`config.mk`:
```
export PLATFORM = sky130hd
export DESIGN_NAME = dpt_translator
export DESIGN_NICKNAME = d
export VERILOG_FILES = /design/src/rtl/dpt_pkg.sv /design/src/rtl/dpt_ptr_bank.sv /design/src/rtl/dpt_page_select.sv /design/src/rtl/dpt_out_stage.sv /design/src/rtl/dpt_translator.sv
export SDC_FILE = /design/constraint.sdc
export NUM_CORES = 1
export LEC_CHECK = 0
export BUFFER_PORTS_ARGS = -buffer_cell sky130_fd_sc_hd__buf_4
export CAP_MARGIN = 40
export CORE_MARGIN = 2
export CORE_UTILIZATION = 55
export CTS_CLUSTER_SIZE = 14
export DETAILED_ROUTE_END_ITERATION = 6
export PLACE_DENSITY = 0.84
export SYNTH_ARGS = -nofsm -noshare
export SYNTH_HDL_FRONTEND = slang
export SYNTH_SLANG_ARGS = --single-unit
```
`constraint.sdc`:
```
create_clock -name clk -period 3.5 [get_ports clk]
set_clock_uncertainty 0.05 [all_clocks]
set_input_delay 0.35 -clock clk [delete_from_list [all_inputs] [get_ports clk]]
set_output_delay 0.35 -clock clk [all_outputs]
set_load 0.05 [all_outputs]
```
`src/rtl/dpt_pkg.sv`:
```
// Shared constants and types for the data page translator.
// Assumes: all modules of the translator import this package.
package dpt_pkg;
    localparam int DEF_PAGE_W    = 10;
    localparam int DEF_OFF_W     = 14;
    localparam int DEF_SEL_W     = 2;
    localparam int DEF_EXT_PAGE  = 16;

    // Which path produced the page number of a translation.
    typedef enum logic [1:0] {
        SRC_PTR  = 2'd0,
        SRC_OVR  = 2'd1,
        SRC_XFER = 2'd2
    } page_src_e;
endpackage

```
`src/rtl/dpt_ptr_bank.sv`:
```
// Bank of programmable page pointers.
// Assumes: one write per cycle; reset value of pointer i is page i.
module dpt_ptr_bank #(
    parameter int PAGE_W = 10,
    parameter int SEL_W  = 2,
    localparam int NUM   = 1 << SEL_W
) (
    input  logic                         clk,
    input  logic                         rst_n,
    input  logic                         we,
    input  logic [SEL_W-1:0]             sel,
    input  logic [PAGE_W-1:0]            wdata,
    output logic [NUM-1:0][PAGE_W-1:0]   ptrs
);
    for (genvar i = 0; i < NUM; i++) begin : g_ptr
        // Hold one pointer; load on a matching write, reset to page i.
        always_ff @(posedge clk) begin
            if (!rst_n)
                ptrs[i] <= PAGE_W'(i);
            else if (we && (sel == SEL_W'(i)))
                ptrs[i] <= wdata;
        end

        AST_PTR_LOAD: assert property (@(posedge clk) disable iff (!rst_n)
            (we && sel == SEL_W'(i)) |=> ptrs[i] == $past(wdata));
        AST_PTR_HOLD: assert property (@(posedge clk) disable iff (!rst_n)
            (rst_n && !(we && sel == SEL_W'(i))) |=> $stable(ptrs[i]));
    end
endmodule

```
`src/rtl/dpt_page_select.sv`:
```
// Chooses the page number for a request: transfer path, override or pointer.
// Assumes: transfer flag outranks override; purely combinational.
module dpt_page_select
    import dpt_pkg::*;
#(
    parameter int PAGE_W = 10,
    parameter int OFF_W  = 14,
    parameter int SEL_W  = 2,
    localparam int NUM   = 1 << SEL_W,
    localparam int LA_W  = SEL_W + OFF_W
) (
    input  logic [NUM-1:0][PAGE_W-1:0] ptrs,
    input  logic [LA_W-1:0]            addr,
    input  logic                       ovr_en,
    input  logic [PAGE_W-1:0]          ovr_page,
    input  logic                       xfer,
    output logic [PAGE_W-1:0]          page,
    output page_src_e                  src
);
    logic [SEL_W-1:0] idx;
    assign idx = addr[LA_W-1 -: SEL_W];

    // Priority choice of the page source.
    always_comb begin
        if (xfer) begin
            page = PAGE_W'(idx);
            src  = SRC_XFER;
        end else if (ovr_en) begin
            page = ovr_page;
            src  = SRC_OVR;
        end else begin
            page = ptrs[idx];
            src  = SRC_PTR;
        end
    end
endmodule

```
`src/rtl/dpt_out_stage.sv`:
```
// Output register: forms the physical address and its flags one cycle later.
// Assumes: payload is captured every cycle; only valid is reset.
module dpt_out_stage #(
    parameter int PAGE_W   = 10,
    parameter int OFF_W    = 14,
    parameter int EXT_PAGE = 16,
    localparam int PA_W    = PAGE_W + OFF_W
) (
    input  logic              clk,
    input  logic              rst_n,
    input  logic              in_valid,
    input  logic [PAGE_W-1:0] in_page,
    input  logic [OFF_W-1:0]  in_off,
    input  logic              in_word,
    output logic              out_valid,
    output logic [PA_W-1:0]   out_paddr,
    output logic              out_misalign,
    output logic              out_external
);
    logic ext_hit;
    assign ext_hit = (in_page >= PAGE_W'(EXT_PAGE));

    // Valid flag, cleared by reset.
    always_ff @(posedge clk) begin
        if (!rst_n) out_valid <= 1'b0;
        else        out_valid <= in_valid;
    end

    // Result payload: address, alignment and memory-area flags.
    always_ff @(posedge clk) begin
        out_paddr    <= {in_page, in_off};
        out_misalign <= in_word & in_off[0];
        out_external <= ext_hit;
    end
endmodule

```
`src/rtl/dpt_translator.sv`:
```
// Top of the data page translator: pointer bank, page select, output stage.
// Assumes: logical address is SEL_W+OFF_W bits; one request per cycle.
module dpt_translator
    import dpt_pkg::*;
#(
    parameter int PAGE_W   = DEF_PAGE_W,
    parameter int OFF_W    = DEF_OFF_W,
    parameter int SEL_W    = DEF_SEL_W,
    parameter int EXT_PAGE = DEF_EXT_PAGE,
    localparam int NUM     = 1 << SEL_W,
    localparam int LA_W    = SEL_W + OFF_W,
    localparam int PA_W    = PAGE_W + OFF_W
) (
    input  logic              clk,
    input  logic              rst_n,
    input  logic              ptr_we,
    input  logic [SEL_W-1:0]  ptr_sel,
    input  logic [PAGE_W-1:0] ptr_wdata,
    input  logic              req_valid,
    input  logic [LA_W-1:0]   req_addr,
    input  logic              req_word,
    input  logic              req_ovr_en,
    input  logic [PAGE_W-1:0] req_ovr_page,
    input  logic              req_xfer,
    output logic              rsp_valid,
    output logic [PA_W-1:0]   rsp_paddr,
    output logic              rsp_misalign,
    output logic              rsp_external
);
    logic [NUM-1:0][PAGE_W-1:0] ptrs;
    logic [PAGE_W-1:0]          page;
    page_src_e                  src;

    dpt_ptr_bank #(.PAGE_W(PAGE_W), .SEL_W(SEL_W)) u_bank (
        .clk(clk), .rst_n(rst_n), .we(ptr_we), .sel(ptr_sel),
        .wdata(ptr_wdata), .ptrs(ptrs)
    );

    dpt_page_select #(.PAGE_W(PAGE_W), .OFF_W(OFF_W), .SEL_W(SEL_W)) u_sel (
        .ptrs(ptrs), .addr(req_addr), .ovr_en(req_ovr_en),
        .ovr_page(req_ovr_page), .xfer(req_xfer), .page(page), .src(src)
    );

    dpt_out_stage #(.PAGE_W(PAGE_W), .OFF_W(OFF_W), .EXT_PAGE(EXT_PAGE)) u_out (
        .clk(clk), .rst_n(rst_n), .in_valid(req_valid), .in_page(page),
        .in_off(req_addr[OFF_W-1:0]), .in_word(req_word),
        .out_valid(rsp_valid), .out_paddr(rsp_paddr),
        .out_misalign(rsp_misalign), .out_external(rsp_external)
    );

    AST_RESET_IDLE: assert property (@(posedge clk)
        !rst_n |=> !rsp_valid);
    AST_RSP_FOLLOWS: assert property (@(posedge clk) disable iff (!rst_n)
        req_valid |=> rsp_valid);
    AST_RSP_QUIET: assert property (@(posedge clk) disable iff (!rst_n)
        !req_valid |=> !rsp_valid);
    AST_OFFSET_KEPT: assert property (@(posedge clk) disable iff (!rst_n)
        req_valid |=> rsp_paddr[OFF_W-1:0] == $past(req_addr[OFF_W-1:0]));
    AST_MISALIGN: assert property (@(posedge clk) disable iff (!rst_n)
        req_valid |=> rsp_misalign == $past(req_word && req_addr[0]));
    AST_XFER_SEG0: assert property (@(posedge clk) disable iff (!rst_n)
        (req_valid && req_xfer) |=> rsp_paddr[PA_W-1:LA_W] == '0);
    AST_OVR_PAGE: assert property (@(posedge clk) disable iff (!rst_n)
        (req_valid && req_ovr_en && !req_xfer)
        |=> rsp_paddr[PA_W-1:OFF_W] == $past(req_ovr_page));
    AST_EXT_FLAG: assert property (@(posedge clk) disable iff (!rst_n)
        rsp_valid |-> rsp_external ==
        (rsp_paddr[PA_W-1:OFF_W] >= PAGE_W'(EXT_PAGE)));
endmodule

```
==> results of run 1 <==
## synth_stat cells (all sizes together)
| master | count | area share |
|---|---|---|
| dfxtp | 67 | 0.54 |
| nand2 | 45 | 0.068 |
| mux2i | 32 | 0.13 |
| nor2b | 20 | 0.050 |
| a21boi | 17 | 0.051 |
| buf | 7 | 0.022 |
| clkbuf | 6 | 0.0090 |
| mux4 | 6 | 0.057 |
| nand3b | 5 | 0.015 |
| nor2 | 5 | 0.0075 |
| nand3 | 4 | 0.0080 |
| o221ai | 4 | 0.014 |
| a22o | 2 | 0.0070 |
| and2 | 2 | 0.0050 |
| o21ai | 2 | 0.0040 |
| and3 | 1 | 0.0025 |
| nor3b | 1 | 0.0030 |
| nor4 | 1 | 0.0025 |
| or2 | 1 | 0.0025 |
| or3 | 1 | 0.0025 |
| or3b | 1 | 0.0045 |
## per-layer routing
metal	wire length [microns]	GRT usage	up-vias
li1	-	-	928
met1	2200	0.268	920
met2	2750	0.368	56
met3	367	0.0591	10
met4	90	0.103	0
met5	0	0	-
## cells in the final DEF, fill, tap and decap left out, types with 2 or more instances in the layout
cell type	netlist	final
a22o_1	2	2
nand3b_1	5	5
buf_4	0	72
nand2_1	45	45
clkinv_2	0	2
dfxtp_1	67	67
o221ai_1	4	4
nor2b_1	20	20
mux4_2	4	4
mux4_1	2	2
a21boi_0	17	17
nor2_1	5	5
nand3_1	4	4
clkbuf_8	0	12
mux2i_1	32	32
and2_1	2	2
o21ai_1	2	2
## worst paths after layout
check                           slack [ps]            endpoint  cells after the start
worst max-delay path                  2150     u_bank.ptrs[18]                      4
worst max register to register        2200  u_out.out_external                      4
worst min-delay path                    70  u_out.out_paddr[3]                      1
worst min register to register         410     u_bank.ptrs[39]                      2
## kinds of logic (layout without fill, tap and decap cells)
kind of cell,Yosys count,in the layout
compound gates,25,25
buf+inv,13,87
mux,38,38
flops,67,67
simple gates,87,87
## area by class of cell
cell class / count / area [sq um]
Clock buffer: 13 / 169
Clock inverter: 2 / 10.0
Fill cell: 315 / 1140
Timing Repair Buffer: 72 / 541
Sequential cell: 67 / 1340
Tap cell: 52 / 65.1
Multi-Input combinational cell: 150 / 1080
## where the power goes
group | switching [uW] | leakage [uW] | internal, uW | total (uW)
Sequential | 12.2 | 0.000551 | 797 | 809
Combinational | 133 | 0.000760 | 95.5 | 228
Clock | 272 | 0.0000953 | 309 | 581
Total | 417 | 0.00141 | 1200 | 1620
## worst register-to-register path: cells and delay by family, from the launching register on
family,cells,cell delay [ps]
mux,1,450
flops,1,330
compound gates,1,200
simple gates,2,160
## per-stage QoR
stage | setup slack (ps) | utilization | cells
after detailed placement | 1810 | 0.696 | 341
after floorplan | 2050 | - | 230
after global placement | 1730 | 0.695 | 340
after CTS | 2150 | 0.737 | 356
final | 2150 | 0.737 | 356
after global routing | 2060 | 0.737 | 356
## state kept, by name (all words and copies together), names as in the netlist
signal              count
u_out.out_misalign      1
u_out.out_paddr        24
u_out.out_external      1
u_out.out_valid         1
u_bank.ptrs            40
==> impl_metrics.ini, run 1 <==
[outcome]
status = finished clean

[critical_path]
cp_cell_sequence = buf_4 -> nand3b_1 -> mux2i_1 -> nor2b_1
criticalPathCategory = in2reg
start_kind = input port
r2r_start = u_bank.ptrs[4]
crit_family = simple AND/OR/NAND/NOR gates
crit_path_end_kind = flop
critPathLaunch = ptr_sel[1]
crit_path_max_incr_delay_ps = 600
cp.arrival_ps = 1520
crit_fanout = 10
required_ps = 3670
cp.buffers_inverters = 1
slowest_stage = nand3b_1

[detailed_routing]
route.detailed.drc = 0
wl_per_cell_microns = 15.2
final_antenna_net_count = 0
vias = 1914
first_iter_violations = 64
drt_pre_antenna_iters = 4
routed_wl_microns = 5400
viasPerCell = 5.38

[floorplan]
ioPinCount = 72
die_y_microns = 71.4
die_x_microns = 71.4
start_util = 0.574
die_area_sq_um = 5100
core_area_sq_um = 4350
rows = 24

[hold_path]
holdCritPathClass = in2reg
hold_start = req_addr[3]

[sta]
post-route-period-util = 0.386
slew_violations = 0
fmax_ghz = 0.739
finalHoldViolCount = 0
period_needed_ps = 1350
holdWs_ps = 65.1
grt_setup_unrepaired = false
tns_ps = 0
relSlewSlack = 0.483
final-setup-viol-count = 0
worstMarginPinSlew_ps = 773

[final_layout]
drive_above_1_share = 0.306
area_growth_pct = 28.6
design_area_sq_um = 3210
final_nets = 345
num_antenna_cells = 0

[synthesis]
synth_nets = 275
synth_compound_area_frac = 0.0762
ys_warn_count = 0
synth.avg_cell_area_sq_um = 10.9
yosys.area_share.adder = 0
synth_area_sq_um = 2500
synth_cells = 230
seq_area_frac_synth = 0.537
synthMuxAreaShare = 0.185
synth_top_family_by_area = multiplexers
synth_simple_gate_area_frac = 0.171
synth-seq-cells = 67
synth-xor-area-share = 0
synth_cell_types = 23

[clock_network]
path_clk_slew_ps = 70
cts_setup_buffers = 0
cts_sinks = 67
cts_root_buf = clkbuf_8
cts_max_level = 3
cts-resized-gates = 0
cts_tree = done
cts_buffer_depth = 2
clock_latency_ps = 330
numCtsBuffers = 9
holdBufCountCts = 0

[power_and_ir_drop]
ir_drop_v = 0.000266
power.density_nw_per_um2 = 504
power.total_uw = 1620
leakage_uw = 0.00141

[grt]
grt_pass1_wl_microns = 8590
grt_max_degree = 42
grt_pass1_vias = 1824
antenna_found_initial = 0
grt_overflow = 0
grt_util_all_layers = 0.221

[place]
numPortBuffers = 71
place_area_sq_um = 3030
dp_hpwl_microns = 3590
gp_congestion = 0.725

[flow_run]
drv_cap = 0
Note: power is estimated with default switching activity, not from simulation.
==> inputs of run 2 (changes only) <==
CORE_UTILIZATION = 51   (was 55)
PLACE_DENSITY = 0.79   (was 0.84)
clock period = 1.4 ns   (was 3.5 ns; I/O delays follow)
==> impl_metrics.ini, run 2 (synthesis results as in run 1) <==
[outcome]
status = finished clean

[detailed_routing]
vias = 2006
viasPerCell = 5.05
wl_per_cell_microns = 15.5
routed_wl_microns = 6160
drt_pre_antenna_iters = 4
final_antenna_net_count = 0
first_iter_violations = 116
route.detailed.drc = 0

[clock_network]
cts_tree = done
cts_setup_buffers = 0
numCtsBuffers = 9
path_clk_slew_ps = 70
cts_max_level = 3
clock_latency_ps = 340
cts_buffer_depth = 2
cts_root_buf = clkbuf_8
cts_sinks = 67

[floorplan]
start_util = 0.529
rows = 25
ioPinCount = 72
core_area_sq_um = 4720
die_y_microns = 74.0
die_x_microns = 74.0
die_area_sq_um = 5470

[power_and_ir_drop]
power.density_nw_per_um2 = 1300
p_sw_frac = 0.245
power_frac_seq = 0.442
p_comb_frac = 0.138
clockPowerShare = 0.420
power.internal_uw = 3460
ir_drop_v = 0.000743
switchingPower_uw = 1120
leakage_uw = 0.00153

[final_layout]
final_cell_mix = buf_4, dfxtp_1, nand2_1
regMostFlops = u_bank.ptrs
design_area_sq_um = 3540
post-route-util = 0.749
num-fill-cells = 320
largest_registers = u_bank.ptrs: 40 flops, u_out.out_paddr: 24 flops
final_common_cell = buf_4
drive_above_1_share = 0.300
final_nets = 370
area_growth_pct = 41.7
largest_register_ffs = 40
final_cells = 397
num_antenna_cells = 0

[critical_path]
slowest_stage = mux4_2
criticalPathCategory = reg2reg
cp_cell_sequence = mux4_2 -> a22o_1 -> nor2_1 -> nand2_1
crit_path_end_kind = flop
crit_path_max_incr_delay_ps = 450
required_ps = 1570
reg2reg_slack_ps = 50
start_kind = flop
crit_fanout = 2
rr_worst_depth = 4
cp.arrival_ps = 1520

[grt]
grt_pass1_wl_microns = 9500
antenna_found_initial = 0
grt_busiest_layer = met2
met1_usage = 0.286
grt_util_all_layers = 0.239
grt_overflow = 0
met2_usage = 0.408
grt_max_degree = 42
grt_pass1_vias = 1898
use_met3 = 0.0556

[place]
place_area_sq_um = 3080
dp_slack_ps = -12.4
gp_congestion = 0.752
post-place-cells = 360
dp_hpwl_microns = 3650
numPortBuffers = 71

[sta]
slew_violations = 0
holdWs_ps = 16.1
final-setup-viol-count = 0
setup_slack_ps = 52.5
worstMarginPinSlew_ps = 452
period_needed_ps = 1350
fmax_ghz = 0.742
post-route-period-util = 0.962
relSlewSlack = 0.698
finalHoldViolCount = 0
grt_setup_unrepaired = false

[hold_path]
hold_depth = 3
holdCritPathClass = in2reg

[flow_run]
drv_cap = 0
-- run 2: cell types whose count changed in the layout (fill, tap and decap cells not counted), moves of 2 or more --
cell,previous run,this run
clkinv_2,2,0
clkinvlp_4,0,2
buf_4,72,76
bufinv_16,0,3
dlygate4sd3_1,0,21
clkbuf_8,12,9
-- run 2: path summary, 6_finish.rpt --
check,from,to
worst max register to register,u_bank.ptrs[39],u_out.out_external
worst max-delay path,u_bank.ptrs[39],u_out.out_external
worst min-delay path,ptr_wdata[0],u_bank.ptrs[10]
worst min register to register,u_bank.ptrs[20],u_bank.ptrs[20]
-- run 2: stage by stage --
step / power (uW) / setup TNS (ps)
3_3_place_gp: 2630 / -6.08
3_5_place_dp: 2640 / -12.4
5_1_grt: 4720 / 0
2_1_floorplan: 2420 / 0
4_1_cts: 4590 / 0
6_report: 4580 / 0
-- run 2: power by group through the flow --
stage	combinational [uW]	clock, uW	sequential [uW]
after detailed placement	575	0	2070
after floorplan	192	0	2220
after global placement	566	0	2070
after global routing	674	2020	2030
after CTS	627	1940	2030
final	633	1920	2030
-- run 2: worst max-delay path: cells and delay by family (launching register included) --
family	cells	cell delay, ps
AND/OR/NAND/NOR	2	210
flip-flops	1	310
AO/OA/AOI/OAI	1	220
multiplexers	1	450
-- run 2: cell type report --
type | instances | area (sq um) | share of cell area
flip-flops and latches | 67 | 1340 | 0.379
multi-input cells | 150 | 1090 | 0.308
repair buffers | 97 | 781 | 0.221
clock buffers | 10 | 128 | 0.0361
clock inverters | 6 | 114 | 0.0322
well taps | 67 | 83.8 | 0.0237
-- run 2: timing repair --
action / CTS / global route
hold buffers: 21 / 0
setup endpoints to repair: 0 / 1
gates resized for setup: 0 / 1
endpoints found under the hold margin: 22 / 0
-- run 2: per-layer routing --
metal  part of all wire  up-vias
met5                  0        -
met4              0.023        0
met3              0.053       12
met2               0.51       73
met1               0.41      940
li1                   -      981
